[src/rtl/out_regulator.sv]
module out_regulator #(
  parameter int DEPTH = 16,
  parameter int DIV_W = 8
) (
  input  logic             clk,
  input  logic             rst_n,
  input  logic [7:0]       in_data,
  input  logic             in_valid,
  input  logic             cfg_regulate,
  input  logic             cfg_strobe_hold,
  input  logic             cfg_serial,
  input  logic [DIV_W-1:0] cfg_div,
  output logic [7:0]       out_data,
  output logic             out_bit,
  output logic             out_valid,
  output logic             out_strobe,
  output logic             out_tick,
  output logic             overflow
);
  localparam int AW = (DEPTH > 1) ? $clog2(DEPTH) : 1;
  localparam int CW = AW + 1;

  logic [7:0]       mem [DEPTH];
  logic [AW-1:0]    wp, rp;
  logic [CW-1:0]    fill;
  logic [DIV_W-1:0] div_q, last;
  logic [7:0]       sh;
  logic [2:0]       left;
  logic             tick, empty, full, pop, push, step, load_ser, shift, emit;
  logic [7:0]       src;

  assign last     = (cfg_div == '0) ? '0 : cfg_div - 1'b1;
  assign tick     = cfg_regulate && (div_q == last);
  assign empty    = (fill == '0);
  assign full     = (fill == CW'(DEPTH));
  assign pop      = tick && !empty && (!cfg_serial || left == 3'd0);
  assign push     = cfg_regulate && in_valid && !full;
  assign step     = !cfg_regulate || tick;
  assign src      = cfg_regulate ? mem[rp] : in_data;
  assign load_ser = cfg_serial && (cfg_regulate ? pop : in_valid);
  assign shift    = cfg_serial && !load_ser && step && (left != 3'd0);
  assign emit     = cfg_serial ? (load_ser || shift) : (cfg_regulate ? pop : in_valid);

  function automatic logic [AW-1:0] adv(input logic [AW-1:0] p);
    return (p == AW'(DEPTH - 1)) ? '0 : p + 1'b1;
  endfunction

  always_ff @(posedge clk or negedge rst_n)
    if (!rst_n) div_q <= '0;
    else        div_q <= (!cfg_regulate || tick) ? '0 : div_q + 1'b1;

  always_ff @(posedge clk)
    if (push) mem[wp] <= in_data;

  always_ff @(posedge clk or negedge rst_n)
    if (!rst_n) begin
      wp <= '0; rp <= '0; fill <= '0; overflow <= 1'b0;
    end else begin
      overflow <= overflow | (cfg_regulate && in_valid && full);
      if (!cfg_regulate) begin
        wp <= '0; rp <= '0; fill <= '0;
      end else begin
        if (push) wp <= adv(wp);
        if (pop)  rp <= adv(rp);
        fill <= fill + CW'(push) - CW'(pop);
      end
    end

  always_ff @(posedge clk or negedge rst_n)
    if (!rst_n) begin
      out_data <= '0; out_bit <= 1'b0; sh <= '0; left <= '0;
      out_valid <= 1'b0; out_strobe <= 1'b0; out_tick <= 1'b0;
    end else begin
      if (!cfg_serial && emit) out_data <= src;
      if (load_ser) begin
        out_bit <= src[7];
        sh      <= {src[6:0], 1'b0};
        left    <= 3'd7;
      end else if (shift) begin
        out_bit <= sh[7];
        sh      <= {sh[6:0], 1'b0};
        left    <= left - 1'b1;
      end
      if (step) begin
        out_valid <= emit;
        if (cfg_regulate && cfg_serial && !cfg_strobe_hold) out_strobe <= out_strobe ^ emit;
        else                                                out_strobe <= emit;
      end
      out_tick <= cfg_regulate ? tick : emit;
    end
endmodule

[config.mk]
export PLATFORM = sky130hd
export DESIGN_NAME = out_regulator
export DESIGN_NICKNAME = d
export VERILOG_FILES = /design/src/rtl/out_regulator.sv
export SDC_FILE = /design/constraint.sdc
export NUM_CORES = 1
export LEC_CHECK = 0
export BUFFER_PORTS_ARGS = -buffer_cell sky130_fd_sc_hd__clkbuf_2
export CAP_MARGIN = 10
export CORE_UTILIZATION = 40
export DETAILED_ROUTE_END_ITERATION = 16
export PLACE_DENSITY = 0.58
export RECOVER_POWER = 25
export SLEW_MARGIN = 5
export SYNTH_ARGS = -nofsm -noshare
export SYNTH_HDL_FRONTEND = slang
export SYNTH_SLANG_ARGS = --single-unit
export TNS_END_PERCENT = 10
[constraint.sdc]
create_clock -name clk -period 5.82 [get_ports clk]
set_clock_uncertainty 0.05 [all_clocks]
set_input_delay 1.164 -clock clk [delete_from_list [all_inputs] [get_ports clk]]
set_output_delay 1.164 -clock clk [all_outputs]
set_load 0.01 [all_outputs]
# Word-level counts from Yosys, hierarchy flattened
# Memories as Yosys holds them, arrays and structs flattened.
# Cells that the tools add are included.
[op_classes] reduce_logical=27 add_sub_neg=7 n_eq_ne=6 bitwise=2 n_mux=22
[op_table] op="8-bit 2-to-1 mux" count=5
[op_table] op="4-bit 2-to-1 mux" count=6
[op_table] op="1-bit logical AND" count=13
[op_table] op="4-bit by 1-bit adder with 4-bit output, second input constant" count=2
[op_table] op="8-bit by 1-bit adder with 8-bit output, second input constant" count=1
[op_table] op="4-bit == test, second input constant" count=2
[op_table] op="8-bit == test" count=1
[op_table] op="8-bit zero test" count=1
[op_table] op="1-bit 2-to-1 mux" count=8
[op_table] op="8-bit by 1-bit subtractor with 8-bit output, second input constant" count=1
[op_table] op="1-bit zero test" count=6
[op_table] op="3-bit 2-to-1 mux" count=2
[op_table] op="5-bit by 1-bit adder with 5-bit output" count=1
[op_table] op="5-bit == test, second input constant" count=1
[op_table] op="5-bit zero test" count=1
[op_table] op="5-bit 2-to-1 mux" count=1
[op_table] op="5-bit by 1-bit subtractor with 5-bit output" count=1
[op_table] op="2-bit by 1-bit != test with 1-bit output, second input constant" count=2
[op_table] op="3-bit zero test" count=1
[op_table] op="1-bit logical OR" count=3
[op_table] op="3-bit nonzero test" count=1
[op_table] op="3-bit by 1-bit subtractor with 3-bit output, second input constant" count=1
[op_table] op="2-bit nonzero test" count=1
[op_table] op="1-bit OR" count=1
[op_table] op="1-bit bitwise XOR" count=1
[word_totals] reg_bits=45 memories=1 inputBits=22 mem_bits_rw=128 wordCells=77
[memory_table] memory="mem" depth=16 word_bits=8 rd=1 rd_ports_with_merged_regs=0 write_ports=1 line_no="23" source="logic [7:0] mem [DEPTH];"

# Depth between registers and ports, before layout
# Gate-level depths: netlist of run 1.
[depth] word_depth=16 ltp_mapped=17 depth_no_buf=17

# Least setup slack after synthesis of run 1
# OpenSTA, ideal clock, no wires.
[synth_timing] path_kind="in2reg" start="input cfg_div[0]" end="register fill[4]" path_stages=17 required_ns=5.633 slack_ns=1.505 n_path_buf=0 arrival_ns=4.128 path_cell_list="inv_1 ha_1 or3b_2 or4_1 o211ai_2 o2111ai_4 nor3_1 ha_1 inv_1 ha_1 inv_1 fa_1 inv_1 a21oi_1 nor2_1 or3_1 a21oi_1"
[synth_between] elab_chain_len=8
[synth_lines] element="start, declared" line_no="12" source="input logic [DIV_W-1:0] cfg_div,"
[synth_lines] element="8-bit by 1-bit subtractor with 8-bit output / 8-bit zero test (equally long branches)" line_no="32" source="assign last = (cfg_div == '0) ? '0 : cfg_div - 1'b1;"
[synth_lines] element="8-bit 2-to-1 mux (*)" line_no="32"
[synth_lines] element="8-bit == test (*)" line_no="33" source="assign tick = cfg_regulate && (div_q == last);"
[synth_lines] element="1-bit logical AND (*)" line_no="33"
[synth_lines] element="1-bit logical AND (*) (2 in series)" line_no="36" source="assign pop = tick && !empty && (!cfg_serial || left == 3'd0);"
[synth_lines] element="5-bit by 1-bit subtractor with 5-bit output (*)" line_no="65" source="fill <= fill + CW'(push) - CW'(pop);"
[synth_lines] element="5-bit 2-to-1 mux (*)" line_no="60" source="if (!cfg_regulate) begin"
[synth_lines] element="end signal, assigned" line_no="65"
[synth_lines] element="end, declared" line_no="25" source="logic [CW-1:0] fill;"
# Every way passes the cells marked *; elsewhere a longest branch is shown, timed or not.
# A chain may end at the register's enable or synchronous reset.

# Worst setup path in the final report of run 1
# Same ends and word-level chain as after synthesis.

==> flow_metrics.py, run 1 <==
metrics = {
    "timing": {
        "hold_violations": 0,
        "max-slew-margin-rel_pct": 24.51,
        "maxSlewViolCount": 0,
        "rsz0062_at_grt": "false",
        "finalCriticalPeriod_ns": 4.370,
        "fin_tns_setup_ns": 0,
        "worst_pin_slew_ns": 1.128,
        "max_freq_ghz": 0.2288,
        "setup_viol": 0,
        "hold_slack_ns": 0.4300,
        "period_share_pct": 75.09,
    },
    "logic_synthesis": {
        "synth_top_area_cell": "edfxtp_1",
        "synthMuxAreaShare_pct": 14.69,
        "yosysUniqueCellTypes": 58,
        "synth_cells": 476,
        "synthTopCellsByArea": "edfxtp_1 50%, dfrtp_1 14%, mux4_2 12%",
        "yosys_warnings": 0,
        "synth_edf_count": 128,
        "synth-simple-area-share_pct": 6.715,
        "netlist.area_leader.share_pct": 50.31,
        "ys_seq_elements": 172,
        "synth_fa_ha_area_share_pct": 2.719,
        "syn-num-nets": 514,
        "synth_compound_area_share_pct": 7.108,
        "synth-xor-area-share_pct": 2.014,
        "synth_area_per_cell_um2": 16.05,
        "ys_async_sr_fraction_pct": 25.58,
        "synthFlopType": "edfxtp_1",
        "syn-cell-area_mm2": 0.007640,
        "synth_top_family_by_area": "multiplexers",
        "ys_seq_area_share_pct": 64.72,
    },
    "route": {
        "avgRoutedWirePerCell_um": 20.74,
        "drtIter0Drc": 213,
        "routed_wl_um": 15800,
        "drt.antenna.violating_nets": 0,
        "dr_total_vias": 4296,
        "drt_pass1_iterations": 5,
        "drc": 0,
        "viasPerCell": 5.638,
    },
    "global_routing": {
        "grt_util_met3_pct": 3.316,
        "grt-ovfl-total": 0,
        "antenna_found_initial": 0,
        "grtUsageMet1_pct": 22.98,
        "track_usage_pct": 17.25,
        "grt_pass1_vias": 4226,
        "gr-usage-met2_pct": 27.76,
        "grt_pass1_wl_um": 24650,
        "top_usage_layer": "met2",
        "grt_max_degree": 45,
    },
    "clock_network": {
        "clkLatencyLatePin_ns": 0.43,
        "clk_pin_slew_ns": 0.07,
        "cts_hold_buf": 0,
        "root_buffer": "clkbuf_16",
        "cts_setup_buffers": 0,
        "h-tree-depth": 4,
        "cts_buffer_depth": 2,
        "cts_resized": 0,
        "cts_made_buffers": 17,
        "cts_tree": "yes",
        "cts_sinks": 172,
    },
    "critical_path": {
        "cp-start-kind": "input port",
        "cp-end-kind": "flop",
        "arrival_ns": 4.61,
        "r2r-end": "fill[4]",
        "critPathKind": "in -> reg",
        "required_ns": 6.06,
        "reg2regPathDepth": 15,
        "crit_path_start": "cfg_div[0]",
        "r2r-start": "div_q[5]",
        "critPathMaxFanout": 9,
        "r2r_slack_ns": 2.68,
        "crit_path_end": "fill[4]",
    },
    "die": {
        "rows": 50,
        "core_area_mm2": 0.01871,
        "io_pins": 35,
        "dieArea_mm2": 0.01966,
        "initial_core_util_pct": 40.84,
        "die_x_um": 140.2,
        "die_h_um": 140.2,
    },
    "power_and_ir_drop": {
        "power_density_mw_per_mm2": 322.0,
        "irDropWorstVdd_mv": 0.2140,
        "power_leakage_uw": 0.002977,
    },
    "cells_and_area": {
        "layout_common_cells": "128 x edfxtp_1, 42 x dfrtp_1, 40 x mux4_2",
        "nFillCells": 1603,
        "drive_above_1_share_pct": 26.52,
        "n_antenna_cell": 0,
        "syn_to_final_growth_pct": 13.30,
        "multi_input_area_mm2": 0.002540,
        "seq_area_mm2": 0.004947,
        "mostFrequentLayoutCell": "edfxtp_1",
        "fin_nets": 553,
    },
    "placed_design": {
        "finalWeightedCongestion": 0.8289,
        "dpl.hpwl_um": 10250,
        "io_buffers": 34,
    },
    "run": {
        "cap_violations": 0,
    },
    "min_path": {
        "hp-start": "overflow",
        "holdCritPathClass": "reg -> reg",
    },
    "run_status": {
        "status": "complete, no violations",
    },
}
final cells by class:
cell class                 instances  share of cell area [%]
multi-input combinational        263                   29.34
tap                              234                   3.382
clock buffer                      17                   4.915
timing repair buffer              42                   2.573
inverter                          19                  0.8239
sequential                       172                   57.16
clock inverter                    15                   1.807
stage by stage:
step                      total power [µW]  utilization [%]  std cells  worst slack [ns]  instance area, µm²
after floorplan                       1607                -        476             1.505                7640
after CTS                             2815            46.31        762             1.490                8663
after global placement                1701            43.20        730             1.174                8082
final                                 2787            46.27        762             1.450                8656
after global routing                  2898            46.27        762             1.249                8656
after detailed placement              1714            43.20        730             1.037                8082
cells by family (layout without fill, tap and decap cells):
group,count (synthesis),after routing
compound gates,69,69
fa+ha+maj,16,16
simple gates,102,102
xor+xnor,16,16
buf+inv,41,93
mux,60,60
flops,172,172
power by group:
| group | internal, µW | leakage, µW | switching (µW) |
|---|---|---|---|
| combinational | 114 | 0.000987 | 155 |
| clock | 606 | 0.000286 | 496 |
| sequential | 1380 | 0.00170 | 34.2 |
| total | 2100 | 0.00298 | 685 |
how the worst min path moves through the flow:
stage	endpoint	slack (ns)	cells past startpoint
after CTS	overflow	0.43	1
after detailed placement	overflow	0.41	1
after global routing	overflow	0.47	1
after floorplan	left[1]	0.44	2
after global placement	overflow	0.40	1
final	overflow	0.43	1
synthesized netlist by cell type (4+ instances only):
cell type,instances
nor2_1,31
dfrtp_1,44
mux2_2,17
nand3_1,7
xor2_1,12
and3_1,4
inv_1,19
nor4_1,6
edfxtp_1,128
nand2_1,20
a31o_2,4
buf_1,4
ha_1,15
clkbuf_1,17
mux4_2,40
a2bb2oi_1,7
nand2b_1,5
nor3_1,11
a21oi_1,6
o21ai_0,15
a32oi_1,7
flip-flops by register name, indices dropped and copies added (netlist names):
| register | count |
|---|---|
| sh | 7 |
| rp | 4 |
| out_strobe | 1 |
| out_data | 8 |
| out_tick | 1 |
| left | 3 |
| fill | 5 |
| out_bit | 1 |
| wp | 4 |
| div_q | 8 |
| mem | 128 |
| out_valid | 1 |
| overflow | 1 |
per-layer routing:
layer | vias to the layer above | routed length [µm]
met5 | - | 0
met4 | 0 | 364
met3 | 22 | 554
met2 | 99 | 7822
met1 | 2216 | 7061
li1 | 1959 | -
worst max-delay path, stage by stage:
cell and delay [ns]:
clkbuf_2 0.12, inv_1 0.09, ha_1 0.32, or3b_2 0.53, o22ai_1 0.23, xor2_1 0.17
o211ai_1 0.33, nor3_1 0.29, ha_1 0.26, inv_1 0.06, ha_1 0.15, inv_1 0.05
fa_1 0.39, inv_1 0.07, a21oi_1 0.05, nor2_1 0.13, or3_1 0.13, a21oi_1 0.05
Power figures use the tool's default switching activity.
==> run 2: changes to the inputs <==
==> constraint.sdc (replaced) <==
create_clock -name clk -period 4.4 [get_ports clk]
set_clock_uncertainty 0.05 [all_clocks]
set_input_delay 0.88 -clock clk [delete_from_list [all_inputs] [get_ports clk]]
set_output_delay 0.88 -clock clk [all_outputs]
set_load 0.01 [all_outputs]
==> flow_metrics.py, run 2 (same netlist as run 1, synthesis figures left out) <==
metrics = {
    "timing": {
        "worst_pin_slew_ns": 0.8888,
        "period_share_pct": 86.31,
        "fin_tns_setup_ns": 0,
        "max-slew-margin-rel_pct": 40.75,
        "rsz0062_at_grt": "false",
        "finalCriticalPeriod_ns": 3.798,
        "max_freq_ghz": 0.2633,
        "maxSlewViolCount": 0,
        "setup_viol": 0,
        "hold_violations": 0,
    },
    "cells_and_area": {
        "n_antenna_cell": 0,
        "top_register": "mem",
        "fin_nets": 577,
        "nFillCells": 1578,
        "utilization_pct": 47.44,
        "largestRegisters": "mem: 128 flops, div_q: 8 flops, out_data: 8 flops",
        "layout_common_cells": "128 x edfxtp_1, 42 x dfrtp_1, 40 x mux4_2",
        "syn_to_final_growth_pct": 16.16,
        "drive_above_1_share_pct": 29.17,
        "mostFrequentLayoutCell": "edfxtp_1",
        "largest_reg_flops": 128,
    },
    "route": {
        "drt_pass1_iterations": 7,
        "drc": 0,
        "viasPerCell": 5.562,
        "dr_total_vias": 4372,
        "routed_wl_um": 15790,
        "drtIter0Drc": 245,
        "avgRoutedWirePerCell_um": 20.09,
        "drt.antenna.violating_nets": 0,
    },
    "min_path": {
        "holdCritPathClass": "in -> async",
    },
    "power_and_ir_drop": {
        "power_leakage_uw": 0.003115,
        "power_density_mw_per_mm2": 427.8,
        "irDropWorstVdd_mv": 0.2877,
    },
    "die": {
        "io_pins": 35,
        "initial_core_util_pct": 40.84,
        "die_x_um": 140.2,
        "core_area_mm2": 0.01871,
        "rows": 50,
        "dieArea_mm2": 0.01966,
        "die_h_um": 140.2,
    },
    "placed_design": {
        "finalWeightedCongestion": 0.8658,
        "io_buffers": 34,
        "dpl.hpwl_um": 10430,
    },
    "clock_network": {
        "cts_hold_buf": 0,
        "clkLatencyLatePin_ns": 0.43,
        "cts_resized": 0,
        "cts_setup_buffers": 0,
        "cts_sinks": 172,
        "cts_buffer_depth": 2,
        "root_buffer": "clkbuf_16",
        "cts_made_buffers": 17,
        "cts_tree": "yes",
        "h-tree-depth": 4,
        "clk_pin_slew_ns": 0.07,
    },
    "run": {
        "cap_violations": 0,
    },
    "global_routing": {
        "grt_max_degree": 37,
        "track_usage_pct": 17.52,
        "grt-ovfl-total": 0,
        "antenna_found_initial": 0,
        "grt_pass1_vias": 4443,
        "grt_pass1_wl_um": 25280,
    },
    "critical_path": {
        "cp-end-kind": "flop",
        "cp-start-kind": "input port",
        "r2r_slack_ns": 1.28,
        "critPathMaxFanout": 7,
        "reg2regPathDepth": 16,
        "arrival_ns": 4.11,
        "required_ns": 4.71,
        "critPathKind": "in -> reg",
    },
    "run_status": {
        "status": "complete, no violations",
    },
}
-- run 2: layer usage --
layer  track usage, %  routed length, µm
met1            23.00               7162
met5                0                  0
met2            28.26               7749
met3            3.556                503
met4            7.808                376
-- run 2: final timing paths --
kind,startpoint,endpoint
hold reg to reg,overflow,overflow
setup reg to reg,fill[2],fill[4]
hold / removal,rst_n,fill[4]
min in group clk,overflow,overflow
setup / recovery,cfg_div[2],fill[4]
max in group asynchronous,rst_n,rp[1]
-- run 2: worst max-delay path: stages --
cell	delay, ns
clkbuf_2	0.13
or4_1	0.65
nor4_1	0.35
mux2i_1	0.31
o2111ai_4	0.15
nor3_1	0.24
ha_1	0.26
inv_1	0.05
ha_1	0.15
inv_1	0.05
fa_1	0.39
inv_1	0.07
a21oi_1	0.06
nor2_1	0.13
o21ai_0	0.10
a21oi_1	0.13
-- run 2: layout make-up --
type	count	area, µm²	share of cell area [%]
inverter	19	71.32	0.8036
clock inverter	14	180.2	2.030
tap	234	292.8	3.299
timing repair buffer	66	414.1	4.667
sequential	172	4947	55.75
clock buffer	18	429.2	4.836
multi-input combinational	263	2540	28.62
-- run 2: power by group --
group | internal (µW) | leakage, µW | switching (µW)
clock | 906 | 0.000300 | 649
sequential | 1830 | 0.00170 | 44.7
combinational | 159 | 0.00111 | 210
total | 2890 | 0.00311 | 904
-- run 2: metrics by stage --
stage               worst slack [ns]  hold WS [ns]  std cells  instance area (µm²)  power (µW)
floorplan                     0.3690        0.4406        476                 7640        2126
global placement              0.2774        0.4055        754                 8274        2261
detailed placement            0.1490        0.4122        754                 8274        2278
CTS                           0.6036        0.2364        786                 8884        3831
global route                  0.3655        0.3699        786                 8875        3938
finish                        0.6022        0.3293        786                 8875        3797
==> run 3: changes to the inputs <==
--- a/config.mk
+++ b/config.mk
@@ -9,7 +9,6 @@
 export CAP_MARGIN = 10
 export CORE_UTILIZATION = 40
 export DETAILED_ROUTE_END_ITERATION = 16
-export PLACE_DENSITY = 0.58
 export RECOVER_POWER = 25
 export SLEW_MARGIN = 5
 export SYNTH_ARGS = -nofsm -noshare
==> flow_metrics.py, run 3 (same netlist as run 1, synthesis figures left out) <==
metrics = {
    "run_status": {
        "status": "complete, no violations",
    },
    "global_routing": {
        "grt_max_degree": 45,
        "grt_pass1_wl_um": 23630,
        "track_usage_pct": 16.07,
        "grt_pass1_vias": 4357,
        "antenna_found_initial": 0,
        "grt-ovfl-total": 0,
    },
    "placed_design": {
        "finalWeightedCongestion": 0.8122,
        "dpl_worst_slack_ns": 0.1726,
        "dpl.hpwl_um": 10100,
        "io_buffers": 34,
    },
    "timing": {
        "period_share_pct": 85.60,
        "max-slew-margin-rel_pct": 38.87,
        "worst_pin_slew_ns": 0.9136,
        "max_freq_ghz": 0.2655,
        "fin_tns_setup_ns": 0,
        "setup_viol": 0,
        "finalWorstSetupSlack_ns": 0.6337,
        "rsz0062_at_grt": "false",
        "hold_slack_ns": 0.4483,
        "hold_violations": 0,
        "maxSlewViolCount": 0,
        "finalCriticalPeriod_ns": 3.766,
    },
    "die": {
        "die_h_um": 140.2,
        "rows": 50,
        "initial_core_util_pct": 40.84,
        "io_pins": 35,
        "core_area_mm2": 0.01871,
        "dieArea_mm2": 0.01966,
        "die_x_um": 140.2,
    },
    "clock_network": {
        "clk_pin_slew_ns": 0.06,
        "root_buffer": "clkbuf_16",
        "cts_resized": 0,
        "cts_made_buffers": 17,
        "cts_setup_buffers": 0,
        "h-tree-depth": 4,
        "cts_tree": "yes",
        "cts_sinks": 172,
        "cts_buffer_depth": 2,
        "cts_hold_buf": 0,
        "clkLatencyLatePin_ns": 0.43,
    },
    "min_path": {
        "holdPathEnd": "overflow",
        "hp-start": "overflow",
        "holdCritPathClass": "reg -> reg",
        "min_path_cells": 1,
    },
    "critical_path": {
        "reg2regPathDepth": 16,
        "r2r-end": "fill[4]",
        "r2r_slack_ns": 1.40,
        "cp-start-kind": "input port",
        "required_ns": 4.66,
        "critPathKind": "in -> reg",
        "cp-end-kind": "flop",
        "critPathMaxFanout": 7,
        "r2r-start": "fill[2]",
        "arrival_ns": 4.02,
    },
    "cells_and_area": {
        "syn_to_final_growth_pct": 13.86,
        "largestRegisters": "mem: 128 flops, div_q: 8 flops, out_data: 8 flops",
        "top_register": "mem",
        "fin_nets": 566,
        "layout_common_cells": "128 x edfxtp_1, 42 x dfrtp_1, 40 x mux4_2",
        "mostFrequentLayoutCell": "edfxtp_1",
        "n_antenna_cell": 0,
        "drive_above_1_share_pct": 27.36,
        "largest_reg_flops": 128,
    },
    "power_and_ir_drop": {
        "p_int_uw": 2711,
        "power_leakage_uw": 0.003015,
        "combPwrFrac_pct": 10.0,
        "p_seq_share_pct": 52.5,
        "p_sw_uw": 858.0,
        "p_sw_share_pct": 24.04,
        "irDropWorstVdd_mv": 0.2776,
        "clkPwrFrac_pct": 37.5,
        "power_density_mw_per_mm2": 410.3,
    },
    "route": {
        "routed_wl_um": 14720,
        "drtIter0Drc": 276,
        "avgRoutedWirePerCell_um": 19.00,
        "viasPerCell": 5.503,
        "drc": 0,
        "drt.antenna.violating_nets": 0,
        "dr_total_vias": 4265,
        "drt_pass1_iterations": 4,
    },
    "run": {
        "cap_violations": 0,
    },
}
==> run 3: how the worst max path moves through the flow <==
stage,from,end,cells past startpoint
global placement,cfg_div[2],fill[4],16
finish,cfg_div[2],fill[4],16
global route,cfg_div[2],fill[4],16
detailed placement,cfg_div[2],fill[4],16
CTS,cfg_div[2],fill[4],16
floorplan,cfg_div[0],fill[4],17
==> run 3: metrics by stage <==
stage | total power (µW) | instance area, µm² | utilization, % | cells
CTS | 3607 | 8707 | 46.55 | 775
global placement | 2254 | 8179 | 43.73 | 743
floorplan | 2126 | 7640 | - | 476
global route | 3704 | 8698 | 46.50 | 775
detailed placement | 2267 | 8179 | 43.73 | 743
finish | 3569 | 8698 | 46.50 | 775
==> run 3: power by group through the flow <==
stage	registers, µW	clock network [µW]	logic, µW
2_1_floorplan	1910	0	216
3_3_place_gp	1900	0	349
3_5_place_dp	1910	0	358
4_1_cts	1880	1370	361
5_1_grt	1880	1420	402
6_report	1880	1340	355
==> run 3: routing by layer <==
layer	track usage, %	share of wire, %	vias to the layer above
met5	0	0	-
met4	6.593	2.0	0
met3	3.009	2.9	23
met2	27.05	50	82
li1	-	-	1976
met1	20.51	45	2184
==> run 3: layout make-up <==
type	count	area, µm²
Tap cell	234	292.8
Sequential cell	172	4947
Timing Repair Buffer	55	319.1
Clock inverter	12	91.34
Inverter	19	71.32
Multi-Input combinational cell	263	2540
Fill cell	1616	10010
Clock buffer	20	436.7
==> run 3: worst max-delay path: stages <==
cell and delay (ns):
clkbuf_2 0.13, or4_1 0.66, nor4_1 0.35, mux2i_1 0.32, o2111ai_4 0.16, nor3_1 0.22
ha_1 0.25, inv_1 0.05, ha_1 0.15, inv_1 0.05, fa_1 0.40, inv_1 0.07
a21oi_1 0.05, nor2_1 0.11, or3_1 0.12, a21oi_1 0.06
